### src/rtl/tp10_nibble_tx.sv
`timescale 1ns/1ps
module tp10_nibble_tx #(
  parameter int HALF_TICKS  = 5,
  parameter int LINK_TICKS  = 800000,
  parameter int JAB_TICKS   = 1000000,
  parameter int UNJAB_TICKS = 25000000
) (
  input  logic       clk,
  input  logic       rst_n,
  input  logic       tx_en,
  input  logic [3:0] txd,
  output logic       nib_take,
  output logic       line_out,
  output logic       line_active,
  output logic       low_power,
  output logic       jabber
);
  localparam int HW = $clog2(HALF_TICKS + 1);
  localparam int LW = $clog2(LINK_TICKS + 1);
  localparam int JW = $clog2(JAB_TICKS + 1);
  localparam int UW = $clog2(UNJAB_TICKS + 1);

  logic [HW-1:0] hb_cnt, pw_cnt;
  logic [2:0]    ph;
  logic [3:0]    shreg;
  logic          sending, pulse_on, jab_q;
  logic [LW-1:0] lp_cnt;
  logic [JW-1:0] jab_cnt;
  logic [UW-1:0] uj_cnt;

  wire hb_stb    = hb_cnt == HW'(HALF_TICKS - 1);
  wire jab_trip  = !jab_q && tx_en && jab_cnt == JW'(JAB_TICKS - 1);
  wire jab_clear = jab_q && !tx_en && uj_cnt == UW'(UNJAB_TICKS - 1);
  wire cur_bit   = shreg[ph[2:1]];

  assign nib_take    = hb_stb && ph == 3'd7;
  assign line_out    = sending ? (ph[0] ? cur_bit : ~cur_bit) : pulse_on;
  assign line_active = sending | pulse_on;
  assign low_power   = ~line_active;
  assign jabber      = jab_q;

  always_ff @(posedge clk or negedge rst_n) begin
    if (!rst_n) begin
      hb_cnt <= '0;
      ph     <= '0;
    end else begin
      hb_cnt <= hb_stb ? '0 : hb_cnt + 1'b1;
      if (hb_stb) ph <= ph + 3'd1;
    end
  end

  always_ff @(posedge clk or negedge rst_n) begin
    if (!rst_n) begin
      sending <= 1'b0;
      shreg   <= '0;
    end else if (jab_trip || jab_q) begin
      sending <= 1'b0;
    end else if (nib_take) begin
      sending <= tx_en;
      shreg   <= txd;
    end
  end

  always_ff @(posedge clk or negedge rst_n) begin
    if (!rst_n) begin
      jab_q   <= 1'b0;
      jab_cnt <= '0;
      uj_cnt  <= '0;
    end else begin
      if (jab_trip)       jab_q <= 1'b1;
      else if (jab_clear) jab_q <= 1'b0;
      if (jab_q || !tx_en)                   jab_cnt <= '0;
      else if (jab_cnt != JW'(JAB_TICKS - 1)) jab_cnt <= jab_cnt + 1'b1;
      if (!jab_q || tx_en || jab_clear) uj_cnt <= '0;
      else                              uj_cnt <= uj_cnt + 1'b1;
    end
  end

  always_ff @(posedge clk or negedge rst_n) begin
    if (!rst_n) begin
      lp_cnt   <= '0;
      pw_cnt   <= '0;
      pulse_on <= 1'b0;
    end else if (sending || jab_q) begin
      lp_cnt   <= '0;
      pw_cnt   <= '0;
      pulse_on <= 1'b0;
    end else begin
      if (pulse_on) begin
        if (pw_cnt == HW'(HALF_TICKS - 1)) pulse_on <= 1'b0;
        else                               pw_cnt   <= pw_cnt + 1'b1;
      end
      if (lp_cnt == LW'(LINK_TICKS - 1)) begin
        lp_cnt   <= '0;
        pw_cnt   <= '0;
        pulse_on <= 1'b1;
      end else begin
        lp_cnt <= lp_cnt + 1'b1;
      end
    end
  end

  AST_MANCH_MIDBIT: assert property (@(posedge clk) disable iff (!rst_n)
    sending && $past(sending) && ph[0] && !$past(ph[0]) |-> line_out != $past(line_out));
  AST_NO_PULSE_IN_DATA: assert property (@(posedge clk) disable iff (!rst_n)
    sending |-> !pulse_on);
  AST_JAB_ENTRY: assert property (@(posedge clk) disable iff (!rst_n)
    $rose(jab_q) |-> $past(tx_en));
  AST_JAB_SILENT: assert property (@(posedge clk) disable iff (!rst_n)
    jab_q |-> !line_active && !line_out);
  AST_JAB_EXIT: assert property (@(posedge clk) disable iff (!rst_n)
    $fell(jab_q) |-> $past(!tx_en));
endmodule

### config.mk
export PLATFORM = sky130hd
export DESIGN_NAME = tp10_nibble_tx
export DESIGN_NICKNAME = d
export VERILOG_FILES = /design/src/rtl/tp10_nibble_tx.sv
export SDC_FILE = /design/constraint.sdc
export NUM_CORES = 1
export LEC_CHECK = 0
export ABC_CLOCK_PERIOD_IN_PS = 3200
export BUFFER_PORTS_ARGS = -buffer_cell sky130_fd_sc_hd__buf_4
export CAP_MARGIN = 30
export CORE_UTILIZATION = 45
export CTS_CLUSTER_DIAMETER = 100
export DETAILED_ROUTE_END_ITERATION = 12
export GPL_ROUTABILITY_DRIVEN = 0
export PLACE_DENSITY = 0.6
export SETUP_SLACK_MARGIN = 0.4
export SKIP_CTS_REPAIR_TIMING = 1
export SLEW_MARGIN = 10
export SYNTH_ARGS = -nofsm -noshare
export SYNTH_HDL_FRONTEND = slang
export SYNTH_SLANG_ARGS = --single-unit
### constraint.sdc
create_clock -name clk -period 3.2 [get_ports clk]
set_input_delay 0.48 -clock clk [delete_from_list [all_inputs] [get_ports clk]]
set_output_delay 0.48 -clock clk [all_outputs]
set_load 0.05 [all_outputs]
==> results of run 1 <==
## area by class of cell
cell class / count / area [µm²] / share of cell area, %
clock inverter: 3 / 65.1 / 1.42
multi-input combinational: 312 / 2020 / 44.1
clock buffer: 11 / 151 / 3.31
sequential: 81 / 2030 / 44.3
inverter: 13 / 48.8 / 1.07
timing repair buffer: 15 / 133 / 2.90
tap: 108 / 135 / 2.95
## worst max-delay path, stage by stage, from the launching register on
cell	delay, ps
dfrtp_1	390
mux4_2	520
xnor2_1	140
mux2_2	260
buf_4	190
## where the power goes
group | internal (W) | leakage [nW] | total (W) | switching, W
registers | 0.00103 | 1.11 | 0.00103 | 0.00000396
clock network | 0.000472 | 0.111 | 0.000818 | 0.000345
logic | 0.0000151 | 0.578 | 0.0000475 | 0.0000324
## layer usage
layer	vias to the layer above	global-route usage [%]	part of all wire (%)
met5	-	0	0
met4	0	5.59	1.5
met3	9	4.94	3.6
met2	45	28.8	44
met1	1540	27.0	50
li1	1543	-	-
## synthesized netlist by cell type (all sizes together)
cell	instances	share of area, %
dfrtp	81	49
nor2	41	3.7
a21oi	33	4.0
nand3	28	3.5
nand2	27	2.4
xor2	21	4.4
o21ai	18	2.4
nand4	16	2.4
xnor2	15	3.2
or3	14	2.1
inv	13	1.2
clkbuf	12	1.1
or4	12	2.4
and4	10	2.1
o31ai	10	1.8
ha	9	2.7
nor3	9	1.1
and3	8	1.2
mux2	7	1.9
and2	5	0.75
nor4	5	1.1
mux2i	3	0.72
nor4bb	3	0.72
or2	3	0.45
a21boi	2	0.36
buf	2	0.24
nand2b	2	0.30
a311oi	1	0.36
mux4	1	0.54
nand3b	1	0.18
nand4b	1	0.21
nand4bb	1	0.27
nor4b	1	0.21
o211ai	1	0.18
o21a	1	0.18
o311ai	1	0.21
o41ai	1	0.21
or4b	1	0.24
## stage by stage
stage / power, W / instance area, µm² / std cells / utilization [%] / hold slack, ps
after floorplan: 0.00107 / 4150 / 420 / - / 184
final: 0.00190 / 4580 / 543 / 52.0 / 60.8
after global placement: 0.00110 / 4330 / 528 / 49.2 / 447
after global routing: 0.00198 / 4580 / 543 / 52.0 / 68.0
after CTS: 0.00193 / 4580 / 543 / 52.0 / 60.7
after detailed placement: 0.00110 / 4360 / 529 / 49.5 / 445
## worst min-delay path by stage
stage / from / endpoint
final: rst_n / uj_cnt[13]
after global routing: rst_n / uj_cnt[13]
after CTS: rst_n / uj_cnt[13]
after detailed placement: rst_n / uj_cnt[13]
after global placement: hb_cnt[0] / hb_cnt[0]
after floorplan: rst_n / hb_cnt[0]
## flip-flops by register name, summed over array words and instances, names as in the netlist
register,cells
uj_cnt,25
jab_cnt,20
lp_cnt,20
shreg,4
hb_cnt,3
ph,3
pw_cnt,3
jabber,1
pulse_on,1
sending,1
## logic make-up after synthesis
kind of cell / count (synthesis)
and+or+nand+nor: 188
adders and majority gates: 9
DFF: 81
buffers and inverters: 27
xor gates and xnor gates: 36
muxes: 11
AOI/OAI and AO/OA: 68
==> impl_metrics.env, run 1 <==
export IMPL_drtIter0Drc=158
export IMPL_maxSlewViolCount=0
export IMPL_cts_sinks=81
export IMPL_outcome="finished, violations left"
export IMPL_die_area_um2=9600
export IMPL_syn_area_um2=4150
export IMPL_grt_antenna_before_repair=0
export IMPL_grt_pass1_vias=3032
export IMPL_critical_path_class="reg -> out"
export IMPL_grt_first_pass_wirelength_mm=14.7
export IMPL_setup_violations_final=0
export IMPL_cap_violations=0
export IMPL_ios=12
export IMPL_ir_worst_vdd_mv=0.246
export IMPL_dieHeight_um=98.0
export IMPL_tightestPinTransition_ps=730
export IMPL_drtPass1Iterations=8
export IMPL_r2r_start="jab_cnt[12]"
export IMPL_fin_crit_ps=2320
export IMPL_required_ps=2720
export IMPL_synth_xor_area_share_pct=7.60
export IMPL_num_vias=3137
export IMPL_reg2reg_setup_slack_ps=1110
export IMPL_dp_hpwl_mm=5.78
export IMPL_ys_ff_latch=81
export IMPL_h_tree_depth=3
export IMPL_hold_path_class="in -> async"
export IMPL_syn_to_final_growth_pct=10.3
export IMPL_reg2reg_to="shreg[2]"
export IMPL_p_per_area_nw_per_um2=415
export IMPL_synthMuxAreaShare_pct=3.17
export IMPL_layout_common_cells="81 x dfrtp_1, 41 x nor2_1, 33 x a21oi_1, 27 x nand2_1, 27 x nand3_1"
export IMPL_initial_core_util_pct=47.1
export IMPL_cts_buffers=9
export IMPL_critPathLaunch="ph[1]"
export IMPL_overflow=0
export IMPL_yosys_warnings=0
export IMPL_violations="DRC"
export IMPL_worstPathArrival_ps=1840
export IMPL_io_buffers=11
export IMPL_seq_area_frac_synth_pct=48.9
export IMPL_antenna_cells=0
export IMPL_layout_drive_gt1_share_pct=9.66
export IMPL_ant_nets=0
export IMPL_synth_top_family_by_area="simple AND/OR/NAND/NOR gates"
export IMPL_setup_ws_ps=882
export IMPL_nNetsFinal=448
export IMPL_cp_end_kind="output port"
export IMPL_drt_vias_per_instance=5.78
export IMPL_wl_per_cell_um=15.1
export IMPL_layout_commonest_cell="dfrtp_1"
export IMPL_critPathLaunchType="flip-flop"
export IMPL_finalHoldViolCount=0
export IMPL_finalSetupTns_ps=0
export IMPL_timing_fmax_mhz=431
export IMPL_final_fill_count=829
export IMPL_clock_latency_ps=340
export IMPL_critPathCapture="line_out"
export IMPL_skew_ps=9.98
export IMPL_synthAdderAreaFrac_pct=2.71
export IMPL_placementRows=34
export IMPL_grt_max_degree=53
export IMPL_slew_headroom_pct=50.9
export IMPL_synthesis_nets=436
export IMPL_post_route_period_util_pct=72.4
export IMPL_synth_compound_area_share_pct=9.74
export IMPL_cts_tree="built"
export IMPL_drc=2
export IMPL_r2r_cells=4
export IMPL_root_buffer="clkbuf_8"
export IMPL_synth_distinct_cells=43
export IMPL_cp_max_fo=3
export IMPL_pre_cts_ws_ps=1100
export IMPL_grt_usage_pct=19.1
export IMPL_p_leak_nw=1.80
export IMPL_core_um2=8810
export IMPL_die_w_um=98.0
export IMPL_clockBufferDepth=2
export IMPL_drt_wl_total_mm=8.19
export IMPL_synth_cells=420
export IMPL_path_clk_slew_ps=80
export IMPL_rsz0062_at_grt="no"
export IMPL_yosys_area_share_simple_pct=25.4
export IMPL_avgSynthCellArea_um2=9.88
(Power assumes the default switching activity.)
==> inputs of run 2 (changes only) <==
--- a/config.mk
+++ b/config.mk
@@ -5,7 +5,7 @@
 export SDC_FILE = /design/constraint.sdc
 export NUM_CORES = 1
 export LEC_CHECK = 0
-export ABC_CLOCK_PERIOD_IN_PS = 3200
+export ABC_CLOCK_PERIOD_IN_PS = 2250
 export BUFFER_PORTS_ARGS = -buffer_cell sky130_fd_sc_hd__buf_4
 export CAP_MARGIN = 30
 export CORE_UTILIZATION = 45
==> constraint.sdc (replaced) <==
create_clock -name clk -period 2.25 [get_ports clk]
set_input_delay 0.3375 -clock clk [delete_from_list [all_inputs] [get_ports clk]]
set_output_delay 0.3375 -clock clk [all_outputs]
set_load 0.05 [all_outputs]
==> run 2 against run 1 <==
Net effect:
- the flow finishes with violations (DRC, hold timing)
- highest routed layer unchanged
- setup slack worse by 790 ps
- power is 33% higher
- sequential power is 43% higher
- combinational power is 46% higher
- non-clock buffer count is 14 higher
- critical endpoint unchanged
- clock-buffer cell count stayed put
- register-to-register slack worse by 920 ps
- critical path depth stayed put
==> impl_metrics.env, run 2 (synthesized netlist as in run 1, its figures left out) <==
export IMPL_swShare_pct=23.0
export IMPL_antenna_cells=0
export IMPL_critPathLaunchType="flip-flop"
export IMPL_tightestPinTransition_ps=617
export IMPL_reg2reg_setup_slack_ps=190
export IMPL_p_int_w=0.00194
export IMPL_setup_violations_final=0
export IMPL_core_um2=8810
export IMPL_regMostFlops="uj_cnt"
export IMPL_power_switching_w=0.000580
export IMPL_grt_max_degree=44
export IMPL_dieHeight_um=98.0
export IMPL_crit_cells=4
export IMPL_r2r_cells=4
export IMPL_syn_to_final_growth_pct=16.1
export IMPL_slew_headroom_pct=58.9
export IMPL_largest_reg_flops=25
export IMPL_drtPass1Iterations=8
export IMPL_required_ps=1910
export IMPL_cp_end_kind="output port"
export IMPL_placementRows=34
export IMPL_ios=12
export IMPL_critPathTopFamily="multiplexers"
export IMPL_top_regs="uj_cnt x25, jab_cnt x20, lp_cnt x20"
export IMPL_io_buffers=11
export IMPL_drc=2
export IMPL_die_area_um2=9600
export IMPL_timing_fmax_mhz=463
export IMPL_hold_path_class="in -> async"
export IMPL_grt_pass1_vias=3087
export IMPL_placed_cells=531
export IMPL_initial_core_util_pct=47.1
export IMPL_drtIter0Drc=93
export IMPL_holdWs_ps=-22.4
export IMPL_wl_per_cell_um=15.1
export IMPL_p_per_area_nw_per_um2=523
export IMPL_final_fill_count=830
export IMPL_maxSlewViolCount=0
export IMPL_cts_tree="built"
export IMPL_die_w_um=98.0
export IMPL_r2r_start="jab_cnt[11]"
export IMPL_critPathMaxStageDelay_ps=510
export IMPL_grt_first_pass_wirelength_mm=14.5
export IMPL_p_leak_nw=1.86
export IMPL_num_vias=3211
export IMPL_critPathLaunch="ph[1]"
export IMPL_drt_wl_total_mm=8.44
export IMPL_critPathCapture="line_out"
export IMPL_clockPowerShare_pct=39.0
export IMPL_cts_sinks=81
export IMPL_post_route_period_util_pct=95.9
export IMPL_stdcell_area_um2=4820
export IMPL_critical_path_class="reg -> out"
export IMPL_grt_antenna_before_repair=0
export IMPL_critPathBufInv=1
export IMPL_crit_chain="mux4_2, xnor2_1, mux2_4, buf_8"
export IMPL_cts_buffers=9
export IMPL_crit_slowest_cell="mux4_2"
export IMPL_path_clk_slew_ps=80
export IMPL_ant_nets=0
export IMPL_root_buffer="clkbuf_8"
export IMPL_worstPathArrival_ps=1820
export IMPL_grt_usage_pct=18.8
export IMPL_cp_max_fo=3
export IMPL_rsz0062_at_grt="yes"
export IMPL_drt_vias_per_instance=5.74
export IMPL_fin_crit_ps=2160
export IMPL_clockBufferDepth=2
export IMPL_reg2reg_to="jab_cnt[8]"
export IMPL_finalHoldViolCount=42
export IMPL_comb_power_share_pct=2.7
export IMPL_ir_worst_vdd_mv=0.271
export IMPL_layout_common_cells="79 x dfrtp_1, 41 x nor2_1, 27 x a21oi_1, 26 x nand2_1, 25 x buf_4"
export IMPL_layout_drive_gt1_share_pct=20.0
export IMPL_nNetsFinal=462
export IMPL_skew_ps=7.18
export IMPL_outcome="finished, violations left"
export IMPL_clock_latency_ps=350
export IMPL_h_tree_depth=3
export IMPL_seqPwrFrac_pct=58.2
export IMPL_layout_commonest_cell="dfrtp_1"
export IMPL_cap_violations=0
export IMPL_finalSetupTns_ps=0
export IMPL_dpl_instance_area_um2=4370
export IMPL_overflow=0
export IMPL_dp_hpwl_mm=5.66
export IMPL_final_cells=559
export IMPL_total_power_w=0.00252
export IMPL_violations="DRC, hold timing"
-- run 2: worst min path at each step --
stage / slack (ps) / cells past startpoint / end / start
3_3_place_gp: 380 / 1 / hb_cnt[1] / rst_n
4_1_cts: -10 / 1 / hb_cnt[0] / rst_n
6_report: -20 / 1 / hb_cnt[2] / rst_n
5_1_grt: 10 / 1 / hb_cnt[2] / rst_n
2_1_floorplan: 40 / 0 / hb_cnt[0] / rst_n
3_5_place_dp: 380 / 1 / hb_cnt[0] / rst_n
-- run 2: area by class of cell --
class                      count  area, µm²  area share, %
tap                          108        135           2.81
timing repair buffer          29        245           5.09
inverter                      13       48.8           1.01
sequential                    81       2030           42.1
clock buffer                  11        151           3.14
multi-input combinational    312       2180           45.2
clock inverter                 5       30.0          0.623
-- run 2: through the flow --
stage	util, %	worst slack [ps]
floorplan	-	343
CTS	51.7	28.8
detailed placement	49.6	269
global placement	49.6	296
global route	54.7	41.0
finish	54.7	91.3
-- run 2: power groups by stage --
stage | combinational (W) | clock (W) | sequential [W]
6_report | 0.0000693 | 0.000983 | 0.00147
2_1_floorplan | 0.0000196 | 0 | 0.00150
4_1_cts | 0.0000694 | 0.00102 | 0.00147
3_3_place_gp | 0.0000681 | 0 | 0.00150
5_1_grt | 0.0000815 | 0.00108 | 0.00147
3_5_place_dp | 0.0000690 | 0 | 0.00150
-- run 2: per-layer routing --
layer	GRT usage, %	vias to the layer above	wire (µm)
li1	-	1572	-
met1	25.9	1603	4130
met2	29.1	26	3970
met3	3.58	10	195
met4	8.04	0	141
met5	0	-	0
==> inputs of run 3 (changes only) <==
--- a/config.mk
+++ b/config.mk
@@ -8,11 +8,13 @@
 export ABC_CLOCK_PERIOD_IN_PS = 2250
 export BUFFER_PORTS_ARGS = -buffer_cell sky130_fd_sc_hd__buf_4
 export CAP_MARGIN = 30
-export CORE_UTILIZATION = 45
+export CELL_PAD_IN_SITES_DETAIL_PLACEMENT = 2
+export CELL_PAD_IN_SITES_GLOBAL_PLACEMENT = 2
+export CORE_UTILIZATION = 40
 export CTS_CLUSTER_DIAMETER = 100
 export DETAILED_ROUTE_END_ITERATION = 12
 export GPL_ROUTABILITY_DRIVEN = 0
-export PLACE_DENSITY = 0.6
+export PLACE_DENSITY = 0.77
 export SETUP_SLACK_MARGIN = 0.4
 export SKIP_CTS_REPAIR_TIMING = 1
 export SLEW_MARGIN = 10
==> run 3 against run 2 <==
Net effect:
- the flow now finishes without violations
- core utilization is 2.5 points lower
- via count up 9.9%
- register-to-register slack about the same
- cell count grew 7.0%
- global-route usage up 3.4 points
- worst hold slack better by 230 ps
- critical endpoint unchanged
- highest routed layer unchanged
==> impl_metrics.env, run 3 (synthesized netlist as in run 1, its figures left out) <==
export IMPL_syn_to_final_growth_pct=24.7
export IMPL_finalHoldViolCount=0
export IMPL_regMostFlops="uj_cnt"
export IMPL_maxSlewViolCount=0
export IMPL_skew_ps=6.68
export IMPL_post_route_period_util_pct=99.8
export IMPL_antenna_cells=0
export IMPL_rsz0062_at_grt="yes"
export IMPL_reg2reg_setup_slack_ps=200
export IMPL_fin_crit_ps=2250
export IMPL_core_um2=9910
export IMPL_cap_violations=0
export IMPL_grt_usage_pct=22.2
export IMPL_critPathLaunchType="flip-flop"
export IMPL_grt_pass1_vias=3701
export IMPL_path_clk_slew_ps=80
export IMPL_io_buffers=11
export IMPL_grt_max_degree=47
export IMPL_setup_violations_final=0
export IMPL_drt_wl_total_mm=13.5
export IMPL_ir_worst_vdd_mv=0.424
export IMPL_critical_path_class="reg -> out"
export IMPL_top_regs="uj_cnt x25, jab_cnt x20, lp_cnt x20"
export IMPL_layout_common_cells="74 x dfrtp_1, 39 x nor2_1, 35 x buf_4, 26 x nand2_1, 23 x nand3_1"
export IMPL_tightestPinTransition_ps=508
export IMPL_initial_core_util_pct=41.9
export IMPL_p_leak_nw=1.98
export IMPL_cts_sinks=81
export IMPL_p_per_area_nw_per_um2=536
export IMPL_clock_latency_ps=370
export IMPL_layout_commonest_cell="dfrtp_1"
export IMPL_cts_tree="built"
export IMPL_root_buffer="clkbuf_8"
export IMPL_grt_first_pass_wirelength_mm=18.9
export IMPL_die_area_um2=10800
export IMPL_critPathLaunch="ph[1]"
export IMPL_wl_per_cell_um=22.5
export IMPL_min_to="shreg[3]"
export IMPL_overflow=0
export IMPL_clockBufferDepth=2
export IMPL_outcome="completed"
export IMPL_drtIter0Drc=116
export IMPL_num_vias=3529
export IMPL_nNetsFinal=478
export IMPL_drt_vias_per_instance=5.90
export IMPL_stdcell_area_um2=5170
export IMPL_final_util_pct=52.2
export IMPL_cts_buffers=9
export IMPL_r2r_start="jab_cnt[8]"
export IMPL_hold_path_class="in -> reg"
export IMPL_die_w_um=104
export IMPL_dp_hpwl_mm=7.49
export IMPL_drtPass1Iterations=5
export IMPL_grt_antenna_before_repair=0
export IMPL_layout_drive_gt1_share_pct=26.0
export IMPL_largest_reg_flops=25
export IMPL_drc=0
export IMPL_cp_end_kind="output port"
export IMPL_cp_max_fo=3
export IMPL_dieHeight_um=104
export IMPL_placementRows=36
export IMPL_reg2reg_to="jab_cnt[8]"
export IMPL_required_ps=1910
export IMPL_dpl_instance_area_um2=4400
export IMPL_hold_depth=2
export IMPL_min_from="txd[3]"
export IMPL_ant_nets=0
export IMPL_slew_headroom_pct=66.1
export IMPL_ios=12
export IMPL_timing_fmax_mhz=445
export IMPL_total_power_w=0.00277
export IMPL_r2r_cells=4
export IMPL_h_tree_depth=3
export IMPL_worstPathArrival_ps=1910
-- run 3: changes by cell type in the layout (fill, tap and decap cells not counted), sizes merged --
cell | before | now
bufinv | 0 | 2
clkinv | 3 | 1
clkinvlp | 2 | 0
buf | 29 | 43
dlygate4sd3 | 0 | 1
clkbuf | 11 | 12
-- run 3: worst max-delay path by stage --
stage / to / slack (ps) / cells past startpoint
2_1_floorplan: shreg[0] / 340 / 4
3_3_place_gp: jab_cnt[7] / 300 / 4
3_5_place_dp: shreg[2] / 260 / 4
4_1_cts: line_out / -0.3 / 4
5_1_grt: line_out / -70 / 4
6_report: line_out / 5 / 4
-- run 3: where the power goes --
group | leakage [nW] | internal, W | switching (W)
Sequential | 1.09 | 0.00146 | 0.00000879
Clock | 0.111 | 0.000672 | 0.000539
Combinational | 0.775 | 0.0000359 | 0.0000562
Total | 1.98 | 0.00217 | 0.000604
-- run 3: layout make-up --
type	instances	area, µm²
inverter	13	48.8
fill	985	4740
clock buffer	11	151
tap	133	166
clock inverter	3	65.1
sequential	81	2040
multi-input combinational	312	2280
timing repair buffer	45	422
-- run 3: per-stage QoR --
step	TNS [ps]	instances	hold WS [ps]	setup WS, ps
3_5_place_dp	0	556	350	264
3_3_place_gp	0	556	339	304
5_1_grt	-72.7	598	181	-72.7
6_report	0	598	207	4.97
2_1_floorplan	0	420	41.9	343
4_1_cts	-0.260	570	-63.3	-0.260
-- run 3: worst max-delay path, stage by stage (launching register included) --
cell and delay, ps:
dfrtp_1 410, mux4_2 560, xnor2_1 150, mux2_4 270, buf_8 150
-- run 3: per-layer routing --
layer | global-route usage, % | share of wire, %
met5 | 0 | 0
met4 | 4.59 | 2.4
met3 | 5.66 | 2.4
met2 | 39.2 | 53
met1 | 27.4 | 42
